--- config.mk ---
export PLATFORM = sky130hd
export DESIGN_NAME = axi_sweep_tester
export DESIGN_NICKNAME = d
export VERILOG_FILES = /design/src/rtl/sweep_pkg.sv /design/src/rtl/sweep_writer.sv /design/src/rtl/sweep_reader.sv /design/src/rtl/sweep_errlog.sv /design/src/rtl/axi_sweep_tester.sv
export SDC_FILE = /design/constraint.sdc
export NUM_CORES = 1
export LEC_CHECK = 0
export ABC_AREA = 0
export CAP_MARGIN = 20
export CELL_PAD_IN_SITES_DETAIL_PLACEMENT = 1
export CELL_PAD_IN_SITES_GLOBAL_PLACEMENT = 1
export CORE_ASPECT_RATIO = 1.1
export CORE_MARGIN = 3
export CORE_UTILIZATION = 33
export CTS_BUF_LIST = sky130_fd_sc_hd__clkbuf_8
export DETAILED_ROUTE_END_ITERATION = 10
export PLACE_DENSITY_LB_ADDON = 0.1
export SYNTH_ARGS = -nofsm -noshare
export SYNTH_HDL_FRONTEND = slang
export SYNTH_HIERARCHICAL = 1
export SYNTH_SLANG_ARGS = --single-unit
--- constraint.sdc ---
create_clock -name clk -period 3.35 [get_ports clk]
set_clock_uncertainty 0.2 [all_clocks]
set_input_delay 0.335 -clock clk [delete_from_list [all_inputs] [get_ports clk]]
set_output_delay 0.335 -clock clk [all_outputs]
set_load 0.03 [all_outputs]
--- src/rtl/sweep_pkg.sv ---
package sweep_pkg;

    typedef enum logic [2:0] {
        WS_INIT,
        WS_ADDR,
        WS_DATA,
        WS_RESP,
        WS_DONE
    } wr_state_e;

    typedef enum logic [1:0] {
        RS_WAIT,
        RS_ADDR,
        RS_DATA
    } rd_state_e;

endpackage

--- src/rtl/sweep_writer.sv ---
module sweep_writer
    import sweep_pkg::*;
#(
    parameter int ADDR_W     = 20,
    parameter int DATA_W     = 16,
    parameter int IDX_W      = 13,
    parameter int BURST_LOG2 = 3,
    parameter int WORD_LOG2  = 1
) (
    input  logic              clk,
    input  logic              rst_n,
    output logic              awvalid,
    input  logic              awready,
    output logic [ADDR_W-1:0] awaddr,
    output logic [7:0]        awlen,
    output logic              wvalid,
    input  logic              wready,
    output logic [DATA_W-1:0] wdata,
    output logic              wlast,
    input  logic              bvalid,
    output logic              bready,
    output logic              done
);

    localparam logic [IDX_W-1:0] BMASK = IDX_W'((1 << BURST_LOG2) - 1);

    typedef struct packed {
        wr_state_e        st;
        logic [IDX_W-1:0] idx;
    } wr_regs_t;

    wr_regs_t q, d;
    logic     beat_last;

    assign beat_last = ((q.idx & BMASK) == BMASK);

    always_comb begin
        d = q;
        case (q.st)
            WS_INIT: d.st = WS_ADDR;
            WS_ADDR: if (awready) d.st = WS_DATA;
            WS_DATA: begin
                if (wready) begin
                    d.idx = q.idx + 1'b1;
                    if (beat_last) d.st = WS_RESP;
                end
            end
            WS_RESP: begin
                if (bvalid) d.st = (q.idx == '0) ? WS_DONE : WS_ADDR;
            end
            default: d.st = WS_DONE;
        endcase
    end

    always_ff @(posedge clk) begin
        if (!rst_n) begin
            q.st  <= WS_INIT;
            q.idx <= '0;
        end else begin
            q <= d;
        end
    end

    assign awvalid = (q.st == WS_ADDR);
    assign awaddr  = ADDR_W'(q.idx) << WORD_LOG2;
    assign awlen   = 8'((1 << BURST_LOG2) - 1);
    assign wvalid  = (q.st == WS_DATA);
    assign wdata   = DATA_W'(q.idx);
    assign wlast   = wvalid && beat_last;
    assign bready  = 1'b1;
    assign done    = (q.st == WS_DONE);

    AST_AW_HOLD: assert property (@(posedge clk) disable iff (!rst_n)
        awvalid && !awready |=> awvalid && $stable(awaddr));
    AST_W_HOLD: assert property (@(posedge clk) disable iff (!rst_n)
        wvalid && !wready |=> wvalid && $stable(wdata));
    AST_LAST_ENDS_BURST: assert property (@(posedge clk) disable iff (!rst_n)
        wvalid && wready && wlast |=> !wvalid);
    AST_DONE_STICKS: assert property (@(posedge clk) disable iff (!rst_n)
        done |=> done && !awvalid);

endmodule

--- src/rtl/sweep_reader.sv ---
module sweep_reader
    import sweep_pkg::*;
#(
    parameter int ADDR_W     = 20,
    parameter int DATA_W     = 16,
    parameter int IDX_W      = 13,
    parameter int BURST_LOG2 = 3,
    parameter int WORD_LOG2  = 1
) (
    input  logic              clk,
    input  logic              rst_n,
    input  logic              start,
    output logic              arvalid,
    input  logic              arready,
    output logic [ADDR_W-1:0] araddr,
    output logic [7:0]        arlen,
    input  logic              rvalid,
    output logic              rready,
    input  logic [DATA_W-1:0] rdata,
    output logic              mismatch
);

    localparam logic [IDX_W-1:0] BMASK = IDX_W'((1 << BURST_LOG2) - 1);

    typedef struct packed {
        rd_state_e        st;
        logic [IDX_W-1:0] idx;
    } rd_regs_t;

    rd_regs_t q, d;
    logic     beat_last;

    assign beat_last = ((q.idx & BMASK) == BMASK);

    always_comb begin
        d = q;
        case (q.st)
            RS_WAIT: if (start) d.st = RS_ADDR;
            RS_ADDR: if (arready) d.st = RS_DATA;
            RS_DATA: begin
                if (rvalid) begin
                    d.idx = q.idx + 1'b1;
                    if (beat_last) d.st = RS_ADDR;
                end
            end
            default: d.st = RS_WAIT;
        endcase
    end

    always_ff @(posedge clk) begin
        if (!rst_n) begin
            q.st  <= RS_WAIT;
            q.idx <= '0;
        end else begin
            q <= d;
        end
    end

    assign arvalid  = (q.st == RS_ADDR);
    assign araddr   = ADDR_W'(q.idx) << WORD_LOG2;
    assign arlen    = 8'((1 << BURST_LOG2) - 1);
    assign rready   = (q.st == RS_DATA);
    assign mismatch = rready && rvalid && (rdata != DATA_W'(q.idx));

    AST_AR_HOLD: assert property (@(posedge clk) disable iff (!rst_n)
        arvalid && !arready |=> arvalid && $stable(araddr));
    AST_READ_AFTER_FILL: assert property (@(posedge clk) disable iff (!rst_n)
        arvalid |-> start);

endmodule

--- src/rtl/sweep_errlog.sv ---
module sweep_errlog #(
    parameter int ERR_W = 16
) (
    input  logic             clk,
    input  logic             rst_n,
    input  logic             mismatch,
    output logic             err_pulse,
    output logic [ERR_W-1:0] err_count
);

    typedef struct packed {
        logic             pulse;
        logic [ERR_W-1:0] cnt;
    } log_regs_t;

    log_regs_t q, d;

    always_comb begin
        d       = q;
        d.pulse = mismatch;
        if (mismatch && (q.cnt != '1)) d.cnt = q.cnt + 1'b1;
    end

    always_ff @(posedge clk) begin
        if (!rst_n) begin
            q.pulse <= 1'b0;
            q.cnt   <= '0;
        end else begin
            q <= d;
        end
    end

    assign err_pulse = q.pulse;
    assign err_count = q.cnt;

endmodule

--- src/rtl/axi_sweep_tester.sv ---
module axi_sweep_tester #(
    parameter int ADDR_W   = 20,
    parameter int DATA_W   = 16,
    parameter int RGN_LOG2 = 13,
    parameter int WR_LOG2  = 3,
    parameter int RD_LOG2  = 3,
    parameter int ERR_W    = 16
) (
    input  logic              clk,
    input  logic              rst_n,
    output logic              awvalid,
    input  logic              awready,
    output logic [ADDR_W-1:0] awaddr,
    output logic [7:0]        awlen,
    output logic              wvalid,
    input  logic              wready,
    output logic [DATA_W-1:0] wdata,
    output logic              wlast,
    input  logic              bvalid,
    output logic              bready,
    output logic              arvalid,
    input  logic              arready,
    output logic [ADDR_W-1:0] araddr,
    output logic [7:0]        arlen,
    input  logic              rvalid,
    output logic              rready,
    input  logic [DATA_W-1:0] rdata,
    output logic              err_pulse,
    output logic [ERR_W-1:0]  err_count
);

    localparam int WORD_LOG2 = $clog2(DATA_W / 8);

    logic fill_done;
    logic mismatch;

    sweep_writer #(
        .ADDR_W(ADDR_W), .DATA_W(DATA_W), .IDX_W(RGN_LOG2),
        .BURST_LOG2(WR_LOG2), .WORD_LOG2(WORD_LOG2)
    ) u_wr (
        .clk(clk), .rst_n(rst_n),
        .awvalid(awvalid), .awready(awready), .awaddr(awaddr), .awlen(awlen),
        .wvalid(wvalid), .wready(wready), .wdata(wdata), .wlast(wlast),
        .bvalid(bvalid), .bready(bready), .done(fill_done)
    );

    sweep_reader #(
        .ADDR_W(ADDR_W), .DATA_W(DATA_W), .IDX_W(RGN_LOG2),
        .BURST_LOG2(RD_LOG2), .WORD_LOG2(WORD_LOG2)
    ) u_rd (
        .clk(clk), .rst_n(rst_n), .start(fill_done),
        .arvalid(arvalid), .arready(arready), .araddr(araddr), .arlen(arlen),
        .rvalid(rvalid), .rready(rready), .rdata(rdata), .mismatch(mismatch)
    );

    sweep_errlog #(.ERR_W(ERR_W)) u_log (
        .clk(clk), .rst_n(rst_n), .mismatch(mismatch),
        .err_pulse(err_pulse), .err_count(err_count)
    );

    AST_CNT_QUIET: assert property (@(posedge clk) disable iff (!rst_n)
        !err_pulse |-> $stable(err_count));
    AST_CNT_SAT: assert property (@(posedge clk) disable iff (!rst_n)
        $past(err_count) == {ERR_W{1'b1}} |-> err_count == {ERR_W{1'b1}});
    AST_NO_OVERLAP: assert property (@(posedge clk) disable iff (!rst_n)
        !(arvalid && (awvalid || wvalid)));

endmodule

== Word-level counts from Yosys, hierarchy flattened ==
Index checks and enable logic that the tools add are counted.

* Flip-flop bits (word level): 48
* Output and inout bits: 95
* Word-level logic and storage cells: 49

* Add/subtract/negate cells: 3
* Equality and inequality tests: 18
* Mux-type cells: 11
* Reductions and logical operators: 11

{| class="wikitable"
|+ Operator list
! operator !! count
|-
| 13-bit by 1-bit adder with 13-bit output (second input constant) || 2
|-
| 16-bit by 1-bit adder with 16-bit output (second input constant) || 1
|-
| 16-bit 2-to-1 mux || 1
|-
| 16-bit by 13-bit inequality test with 1-bit output || 1
|-
| 16-bit inequality test (second input constant) || 1
|-
| 15-bit 2-to-1 mux || 1
|-
| 13-bit logical NOT || 1
|-
| 3-bit 2-to-1 mux || 4
|-
| 2-bit inequality test (second input constant) || 6
|-
| 3-bit one-hot mux with 4 select lines || 1
|-
| 3-bit == test (second input constant) || 3
|-
| 4-bit AND reduction || 2
|-
| 3-bit by 2-bit == test with 1-bit output (second input constant) || 2
|-
| 2-bit 2-to-1 mux || 3
|-
| 2-bit one-hot mux with 3 select lines || 1
|-
| 1-bit logical AND || 4
|-
| 2-bit by 1-bit inequality test with 1-bit output (second input constant) || 2
|-
| 2-bit AND reduction || 2
|-
| 3-bit by 1-bit == test with 1-bit output (second input constant) || 1
|-
| 3-bit logical NOT || 1
|-
| 2-bit by 1-bit == test with 1-bit output (second input constant) || 1
|-
| 2-bit == test (second input constant) || 1
|-
| 2-bit logical NOT || 1
|}

== Longest topological paths before layout ==
Gate-level depths: netlist (run 1).

* Depth after elaboration: 4
* Gate-level depth with buffers: 9
* Depth with buffers taken out: 8

== Hierarchy ==
The synthesis (run 1) kept the hierarchy.

{| class="wikitable"
|+ By module, submodules not included
! module !! times used !! cells an instance !! area each (sq um)
|-
| sweep_writer || 1 || 147 || 1228.7
|-
| sweep_reader || 1 || 130 || 1129.8
|-
| sweep_errlog || 1 || 101 || 858.3
|}

== Least setup slack after synthesis (run 1) ==
No wires, ideal clock.

* Path kind: flip-flop to flip-flop
* Start: register u_rd.q (netlist bit u_rd/araddr[5])
* End: register u_log.q (netlist bit u_log/err_count[15])
* Library setup time: 0.070 ns
* Arrival: 2.396 ns
* Data required time: 3.080 ns
* Path slack: 0.684 ns
* Cell stages (with the launch flop): 10
* Buffers on the path: 1
* Clock period less this slack: 2.666 ns
* Cell sequence: dfxtp_1 xnor2_1 nand4_1 nor2_1 a31oi_1 inv_2 or4_1 clkbuf_2 or4_1 a21oi_1

* Word-level cells in the longest chain between the ends: 3

{| class="wikitable"
|+ RTL lines
! what !! line !! text
|-
| from (decl) || sweep_reader.sv:30 || <nowiki>rd_regs_t q, d;</nowiki>
|-
| 16-bit by 13-bit inequality test with 1-bit output || sweep_reader.sv:63 || <nowiki>assign mismatch = rready && rvalid && (rdata != DATA_W'(q.idx));</nowiki>
|-
| 1-bit logical AND || sweep_reader.sv:63 ||
|-
| via mismatch || axi_sweep_tester.sv:35 || <nowiki>logic mismatch;</nowiki>
|-
| 1-bit logical AND || sweep_errlog.sv:21 || <nowiki>if (mismatch && (q.cnt != '1)) d.cnt = q.cnt + 1'b1;</nowiki>
|-
| to (decl) || sweep_errlog.sv:16 || <nowiki>log_regs_t q, d;</nowiki>
|}

The timed path passes the listed nets, and every way through them passes these cells.
A chain may end at the register's enable or synchronous reset.

== Worst setup path after layout (run 1) ==
* Start: register u_rd.q (netlist bit u_rd/araddr[3])
* End: register u_log.q (netlist bit u_log/err_count[15])

The elaborated chain is that of the path after synthesis.

==> results.sh, run 1 <==
export IMPL_result_of_the_run="completed"
export IMPL_clock_fmax_ghz=0.358
export IMPL_total_negative_setup_slack_ns=0
export IMPL_fp_coreArea_sq_um=9440
export IMPL_combPwrFrac_pct=13.3
export IMPL_tritoncts="yes"
export IMPL_clkSinkCount=48
export IMPL_die_height_um=110
export IMPL_post_route_cells_drive_above_1_share_pct=7.76
export IMPL_routed_via_count=2637
export IMPL_io_buffers=83
export IMPL_postSynth_topFlopCell="sky130_fd_sc_hd__dfxtp_1"
export IMPL_clock_tree_buffer_depth=2
export IMPL_hold_class="flip-flop to flip-flop"
export IMPL_row_count=37
export IMPL_netlist_top_cells_area="sky130_fd_sc_hd__dfxtp_1 30%, sky130_fd_sc_hd__buf_4 17%, sky130_fd_sc_hd__xor2_1 4.6%"
export IMPL_initial_detailed_routing_violation_count=30
export IMPL_synth_enable_flop_cells=0
export IMPL_cp_required_ns=3.39
export IMPL_number_of_antenna_violations_at_the_first_check_in_global_routing=0
export IMPL_cts_repair_timing_setup_buffer_count=0
export IMPL_dp_hpwl_mm=5.95
export IMPL_ys_warnings_count=6
export IMPL_power_switching_mw=0.306
export IMPL_ant_nets=0
export IMPL_post_synth_fa_ha_maj_area_fraction_pct=2.33
export IMPL_seqPwrFrac_pct=53.4
export IMPL_power_clock_fraction_pct=33.3
export IMPL_synth_top_family_by_area="simple AND/OR/NAND/NOR gates"
export IMPL_multi_input_area_sq_um=1730
export IMPL_first_global_vias=2632
export IMPL_timing_critical_path_arrival_ns=2.84
export IMPL_endpoint_kind_of_the_worst_setup_timing_path="flip-flop"
export IMPL_first_pass_grt_wire_length_mm=13.1
export IMPL_final_core_util_pct=40.8
export IMPL_syn_inst=378
export IMPL_cts_resized_gates=0
export IMPL_tightestPinTransition_ns=0.771
export IMPL_maxSlewViolCount=0
export IMPL_fp_dieArea_sq_um=11000
export IMPL_synth_cell_types=52
export IMPL_critical_path_peak_fanout=9
export IMPL_start_util_pct=34.1
export IMPL_worstHoldStart="u_log/err_count[15]$_SDFFE_PN0P_"
export IMPL_rsz0062_at_grt="false"
export IMPL_irDropWorstVdd_mv=0.155
export IMPL_grt_max_degree=38
export IMPL_synthXorXnorAreaFrac_pct=8.98
export IMPL_drt_pre_antenna_iters=4
export IMPL_avgRoutedWirePerCell_um=14.5
export IMPL_worst_reg2reg_path_startpoint="u_rd/araddr[3]$_SDFFE_PN0P_"
export IMPL_post_layout_nonfiller_instances=542
export IMPL_placed_cell_area_sq_um=3760
export IMPL_cts_hold_buf=0
export IMPL_synthMuxAreaShare_pct=1.56
export IMPL_setup_viol_count_final=0
export IMPL_cts_htree_levels=2
export IMPL_synth_simple_gate_area_share_pct=29.1
export IMPL_ffs_w_async_s_r_synth_pct=0
export IMPL_clkLatencyLatePin_ns=0.30
export IMPL_antenna_cells=0
export IMPL_yosysSeqAreaShare_pct=29.9
export IMPL_grt_total_usage_pct=14.7
export IMPL_globalplace_congestion=0.787
export IMPL_min_period_over_period_pct=83.4
export IMPL_critical_path_startpoint="u_rd/araddr[3]$_SDFFE_PN0P_"
export IMPL_syn2layout_area_growth_pct=19.8
export IMPL_cts_inserted_buffers=5
export IMPL_viasPerCell=4.87
export IMPL_timing_max_slew_rel_slack_pct=48.0
export IMPL_netlist_area_sq_um=3220
export IMPL_final_hold_violation_count=0
export IMPL_routed_wl_mm=7.86
export IMPL_post_route_min_period_ns=2.80
export IMPL_area_sequential_sq_um=961
export IMPL_grt_remaining_overflow=0
export IMPL_maxCapViolations=0
export IMPL_power_per_cell_area_nw_per_um2=285
export IMPL_synth_compound_area_share_pct=7.82
export IMPL_yosysTopAreaCellShare_pct=29.9
export IMPL_power_report_internal_total_mw=0.793
export IMPL_ioPinCount=118
export IMPL_final_net_count=453
export IMPL_critical_path_startpoint_type="flip-flop"
export IMPL_synth_seq_cells=48
export IMPL_die_x_um=100
export IMPL_synth_area_leader="sky130_fd_sc_hd__dfxtp_1"
export IMPL_place_inst=534
export IMPL_syn_avg_cell_area_sq_um=8.51
export IMPL_drc=0
export IMPL_clk_root_buffer_cell="sky130_fd_sc_hd__clkbuf_8"
export IMPL_ws_path_type="flip-flop to flip-flop"
export IMPL_clkSlewWorstSetupHoldPaths_ns=0.09
export IMPL_fill_cells=1142
export IMPL_total_leakage_power_nw=1.44
export IMPL_finalInstanceArea_sq_um=3850
export IMPL_power_switching_fraction_pct=27.8
[cell usage after synthesis, drive strengths merged (2+ instances only)]
cell type and n:
nor2 9, nor2b 4, nor3 7, inv 9, dfxtp 48, nor4 19
nand4 18, clkbuf 4, a21boi 6, mux2i 5, and2 22, nand3b 3
o21a 2, xor2 17, or3 4, or4 5, xnor2 16, a21oi 13
nor3b 2, and3 2, ha 6, buf 78, nand2b 4, o31ai 5
o21ai 10, and4 2, conb 4, nand2 25, nand3 17
[layer usage]
metal | wire, um | vias to the layer above | global-route usage [%] | share of wire [%]
li1 | - | 1303 | - | -
met1 | 3410 | 1259 | 17.8 | 43
met2 | 4040 | 67 | 26.8 | 51
met3 | 318 | 8 | 2.73 | 4.0
met4 | 85 | 0 | 3.75 | 1.1
met5 | 0 | - | 0 | 0
[layout by cell type (no fill, tap or decap), drive strengths merged, types with 3 or more instances in the layout]
cell type	Yosys	final
a21boi	6	6
a21oi	13	13
and2	22	22
buf	78	8
clkbuf	4	6
clkdlybuf4s50	0	83
conb	4	34
dfxtp	48	48
ha	6	6
inv	9	9
mux2i	5	5
nand2	25	25
nand2b	4	4
nand3	17	17
nand3b	3	3
nand4	18	18
nor2	9	9
nor2b	4	4
nor3	7	7
nor4	19	19
o21ai	10	10
o31ai	5	5
or3	4	4
or4	5	5
xnor2	16	16
xor2	17	17
[worst max-delay path, cell delays in order, from the launching register on]
cell and delay [ns]:
sky130_fd_sc_hd__dfxtp_1 0.52, sky130_fd_sc_hd__xnor2_1 0.12, sky130_fd_sc_hd__nand4_1 0.09, sky130_fd_sc_hd__nor2_1 0.05, sky130_fd_sc_hd__a31oi_1 0.29, sky130_fd_sc_hd__inv_2 0.14, sky130_fd_sc_hd__or4_1 0.68, sky130_fd_sc_hd__or4_1 0.51
sky130_fd_sc_hd__a21oi_1 0.14
[sequential cells by signal, summed over array words and instances, names as in the netlist]
name	count
u_log/err_count	16
u_log/err_pulse	1
u_rd/araddr	13
u_rd/q	2
u_wr/awaddr	13
u_wr/q	3
[cell type report]
class / count / share of cell area [%]
multi-input combinational: 269 / 44.9
clock buffer: 6 / 2.14
tap: 117 / 3.80
clock inverter: 2 / 0.260
timing repair buffer: 91 / 23.1
sequential: 48 / 24.9
inverter: 9 / 0.876
[power by group through the flow]
stage | clock (mW) | sequential [mW] | combinational [mW]
final | 0.366 | 0.586 | 0.147
after global routing | 0.410 | 0.588 | 0.158
after CTS | 0.390 | 0.586 | 0.148
after detailed placement | 0 | 0.600 | 0.147
after global placement | 0 | 0.600 | 0.146
after floorplan | 0 | 0.591 | 0.140
[stage by stage]
stage / setup slack (ns) / power (mW) / hold WS, ns
floorplan: 0.684 / 0.731 / 0.257
global placement: 0.327 / 0.746 / 0.295
detailed placement: 0.269 / 0.747 / 0.311
CTS: 0.522 / 1.12 / 0.320
global route: 0.317 / 1.16 / 0.372
finish: 0.555 / 1.10 / 0.310
[worst paths after layout]
check | end | slack, ns | cells past startpoint
setup reg to reg | u_log/err_count[15]$_SDFFE_PN0P_ | 0.55 | 8
hold / removal | u_log/err_count[15]$_SDFFE_PN0P_ | 0.31 | 2
hold reg to reg | u_log/err_count[15]$_SDFFE_PN0P_ | 0.31 | 2
setup / recovery | u_log/err_count[15]$_SDFFE_PN0P_ | 0.55 | 8
[cells by family (layout without fill, tap and decap cells)]
| logic type | after synthesis | in the layout |
|---|---|---|
| other | 4 | 34 |
| adders and majority gates | 6 | 6 |
| muxes | 5 | 5 |
| DFF | 48 | 48 |
| AOI/OAI and AO/OA | 41 | 41 |
| xor gates and xnor gates | 33 | 33 |
| buffers and inverters | 91 | 108 |
| and+or+nand+nor | 150 | 150 |
No activity file was read; power rests on OpenSTA's default activity.
==> run 2: changes to the inputs <==
--- a/config.mk
+++ b/config.mk
@@ -11,7 +11,7 @@
 export CELL_PAD_IN_SITES_GLOBAL_PLACEMENT = 1
 export CORE_ASPECT_RATIO = 1.1
 export CORE_MARGIN = 3
-export CORE_UTILIZATION = 33
+export CORE_UTILIZATION = 30
 export CTS_BUF_LIST = sky130_fd_sc_hd__clkbuf_8
 export DETAILED_ROUTE_END_ITERATION = 10
 export PLACE_DENSITY_LB_ADDON = 0.1
==> constraint.sdc (replaced) <==
create_clock -name clk -period 2.4 [get_ports clk]
set_clock_uncertainty 0.2 [all_clocks]
set_input_delay 0.24 -clock clk [delete_from_list [all_inputs] [get_ports clk]]
set_output_delay 0.24 -clock clk [all_outputs]
set_load 0.03 [all_outputs]
==> results.sh, run 2 (synthesis gave the netlist of run 1 again) <==
export IMPL_final_worst_setup_slack_ns=0.0357
export IMPL_final_hold_violation_count=0
export IMPL_cts_hold_buf=0
export IMPL_final_net_count=478
export IMPL_tritoncts="yes"
export IMPL_post_route_min_period_ns=2.36
export IMPL_viasPerCell=4.60
export IMPL_critical_path_startpoint_type="primary input"
export IMPL_layout_cells_most_common_list="72 x sky130_fd_sc_hd__clkdlybuf4s50_1, 36 x sky130_fd_sc_hd__dfxtp_1, 34 x sky130_fd_sc_hd__conb_1, 33 x sky130_fd_sc_hd__buf_4, 25 x sky130_fd_sc_hd__nand2_1"
export IMPL_timing_critical_path_arrival_ns=2.35
export IMPL_whs_ns=0.344
export IMPL_placed_cell_area_sq_um=4010
export IMPL_cts_inserted_buffers=5
export IMPL_clkSlewWorstSetupHoldPaths_ns=0.10
export IMPL_cts_htree_levels=2
export IMPL_drt_pre_antenna_iters=4
export IMPL_globalplace_congestion=0.772
export IMPL_power_per_cell_area_nw_per_um2=360
export IMPL_cp_required_ns=2.38
export IMPL_endpoint_kind_of_the_worst_setup_timing_path="flip-flop"
export IMPL_first_pass_grt_wire_length_mm=13.8
export IMPL_number_of_antenna_violations_at_the_first_check_in_global_routing=0
export IMPL_critical_path_peak_fanout=6
export IMPL_finalInstanceArea_sq_um=4200
export IMPL_post_layout_nonfiller_instances=592
export IMPL_initial_detailed_routing_violation_count=26
export IMPL_irDropWorstVdd_mv=0.215
export IMPL_row_count=39
export IMPL_routed_via_count=2724
export IMPL_post_route_cells_drive_above_1_share_pct=18.7
export IMPL_clk_root_buffer_cell="sky130_fd_sc_hd__clkbuf_8"
export IMPL_syn2layout_area_growth_pct=30.5
export IMPL_total_leakage_power_nw=1.71
export IMPL_die_x_um=105
export IMPL_tightestPinTransition_ns=0.714
export IMPL_ioPinCount=118
export IMPL_drc=0
export IMPL_fp_coreArea_sq_um=10400
export IMPL_clock_fmax_ghz=0.423
export IMPL_hold_class="flip-flop to flip-flop"
export IMPL_ws_path_type="primary input to flip-flop"
export IMPL_grt_max_degree=38
export IMPL_placement_stage_worst_setup_slack_ns=-0.543
export IMPL_mostFrequentLayoutCell="sky130_fd_sc_hd__clkdlybuf4s50_1"
export IMPL_ant_nets=0
export IMPL_clock_tree_buffer_depth=2
export IMPL_result_of_the_run="completed"
export IMPL_avgRoutedWirePerCell_um=14.2
export IMPL_grt_total_usage_pct=14.0
export IMPL_dp_hpwl_mm=6.46
export IMPL_min_period_over_period_pct=98.5
export IMPL_largest_reg_flops=16
export IMPL_rsz0062_at_grt="true"
export IMPL_die_height_um=115
export IMPL_place_inst=584
export IMPL_fp_dieArea_sq_um=12000
export IMPL_final_core_util_pct=40.2
export IMPL_maxSlewViolCount=0
export IMPL_routed_wl_mm=8.42
export IMPL_antenna_cells=0
export IMPL_io_buffers=83
export IMPL_timing_max_slew_rel_slack_pct=51.8
export IMPL_grt_remaining_overflow=0
export IMPL_setup_viol_count_final=0
export IMPL_clkSinkCount=48
export IMPL_clkLatencyLatePin_ns=0.31
export IMPL_first_global_vias=2749
export IMPL_start_util_pct=30.8
export IMPL_maxCapViolations=0
-- run 2: area by class of cell --
cell class	instances	area (sq um)
clock buffer	5	68.8
tap	143	179
fill	1256	6240
clock inverter	2	8.76
inverter	9	33.8
timing repair buffer	116	1100
sequential	48	978
multi-input combinational	269	1830
-- run 2: per-stage QoR --
step | total power [mW] | TNS, ns
6_report | 1.51 | 0
5_1_grt | 1.60 | -0.115
4_1_cts | 1.55 | -0.0590
3_5_place_dp | 1.05 | -3.22
3_3_place_gp | 1.05 | -3.17
2_1_floorplan | 1.02 | 0
-- run 2: worst max-delay path, cell delays in order --
cell	delay, ns
sky130_fd_sc_hd__clkdlybuf4s50_1	0.41
sky130_fd_sc_hd__xnor2_1	0.14
sky130_fd_sc_hd__nand4_1	0.11
sky130_fd_sc_hd__nor2_2	0.06
sky130_fd_sc_hd__a31oi_4	0.17
sky130_fd_sc_hd__inv_2	0.05
sky130_fd_sc_hd__or4_4	0.57
sky130_fd_sc_hd__buf_4	0.17
sky130_fd_sc_hd__buf_4	0.13
sky130_fd_sc_hd__o31ai_2	0.22
sky130_fd_sc_hd__a21oi_2	0.08
-- run 2: final timing paths --
| path | startpoint | end | slack (ns) | cells past startpoint |
|---|---|---|---|---|
| worst max-delay path | rdata[12] | u_log/err_count[11]$_SDFFE_PN0P_ | 0.04 | 11 |
| worst min-delay path | u_log/err_count[15]$_SDFFE_PN0P_ | u_log/err_count[15]$_SDFFE_PN0P_ | 0.34 | 2 |
| worst max register to register | u_rd/araddr[4]$_SDFFE_PN0P_ | u_log/err_count[11]$_SDFFE_PN0P_ | 0.04 | 9 |
| worst min register to register | u_log/err_count[15]$_SDFFE_PN0P_ | u_log/err_count[15]$_SDFFE_PN0P_ | 0.34 | 2 |
-- run 2: layer usage --
layer | global-route usage, % | up-vias | part of all wire (%)
li1 | - | 1348 | -
met1 | 17.3 | 1302 | 45
met2 | 25.0 | 69 | 50
met3 | 2.54 | 5 | 3.9
met4 | 3.67 | 0 | 1.1
met5 | 0 | - | 0
-- run 2: repair_timing --
action                     in CTS  in global routing
setup endpoints to repair       5                 10
buffers inserted                0                  2
gates resized for setup         4                 25
pin swaps                       2                 14
-- run 2: power breakdown --
part	switching, mW	internal, mW
Sequential	0.0109	0.801
Combinational	0.144	0.0781
Clock	0.281	0.195
Total	0.436	1.07
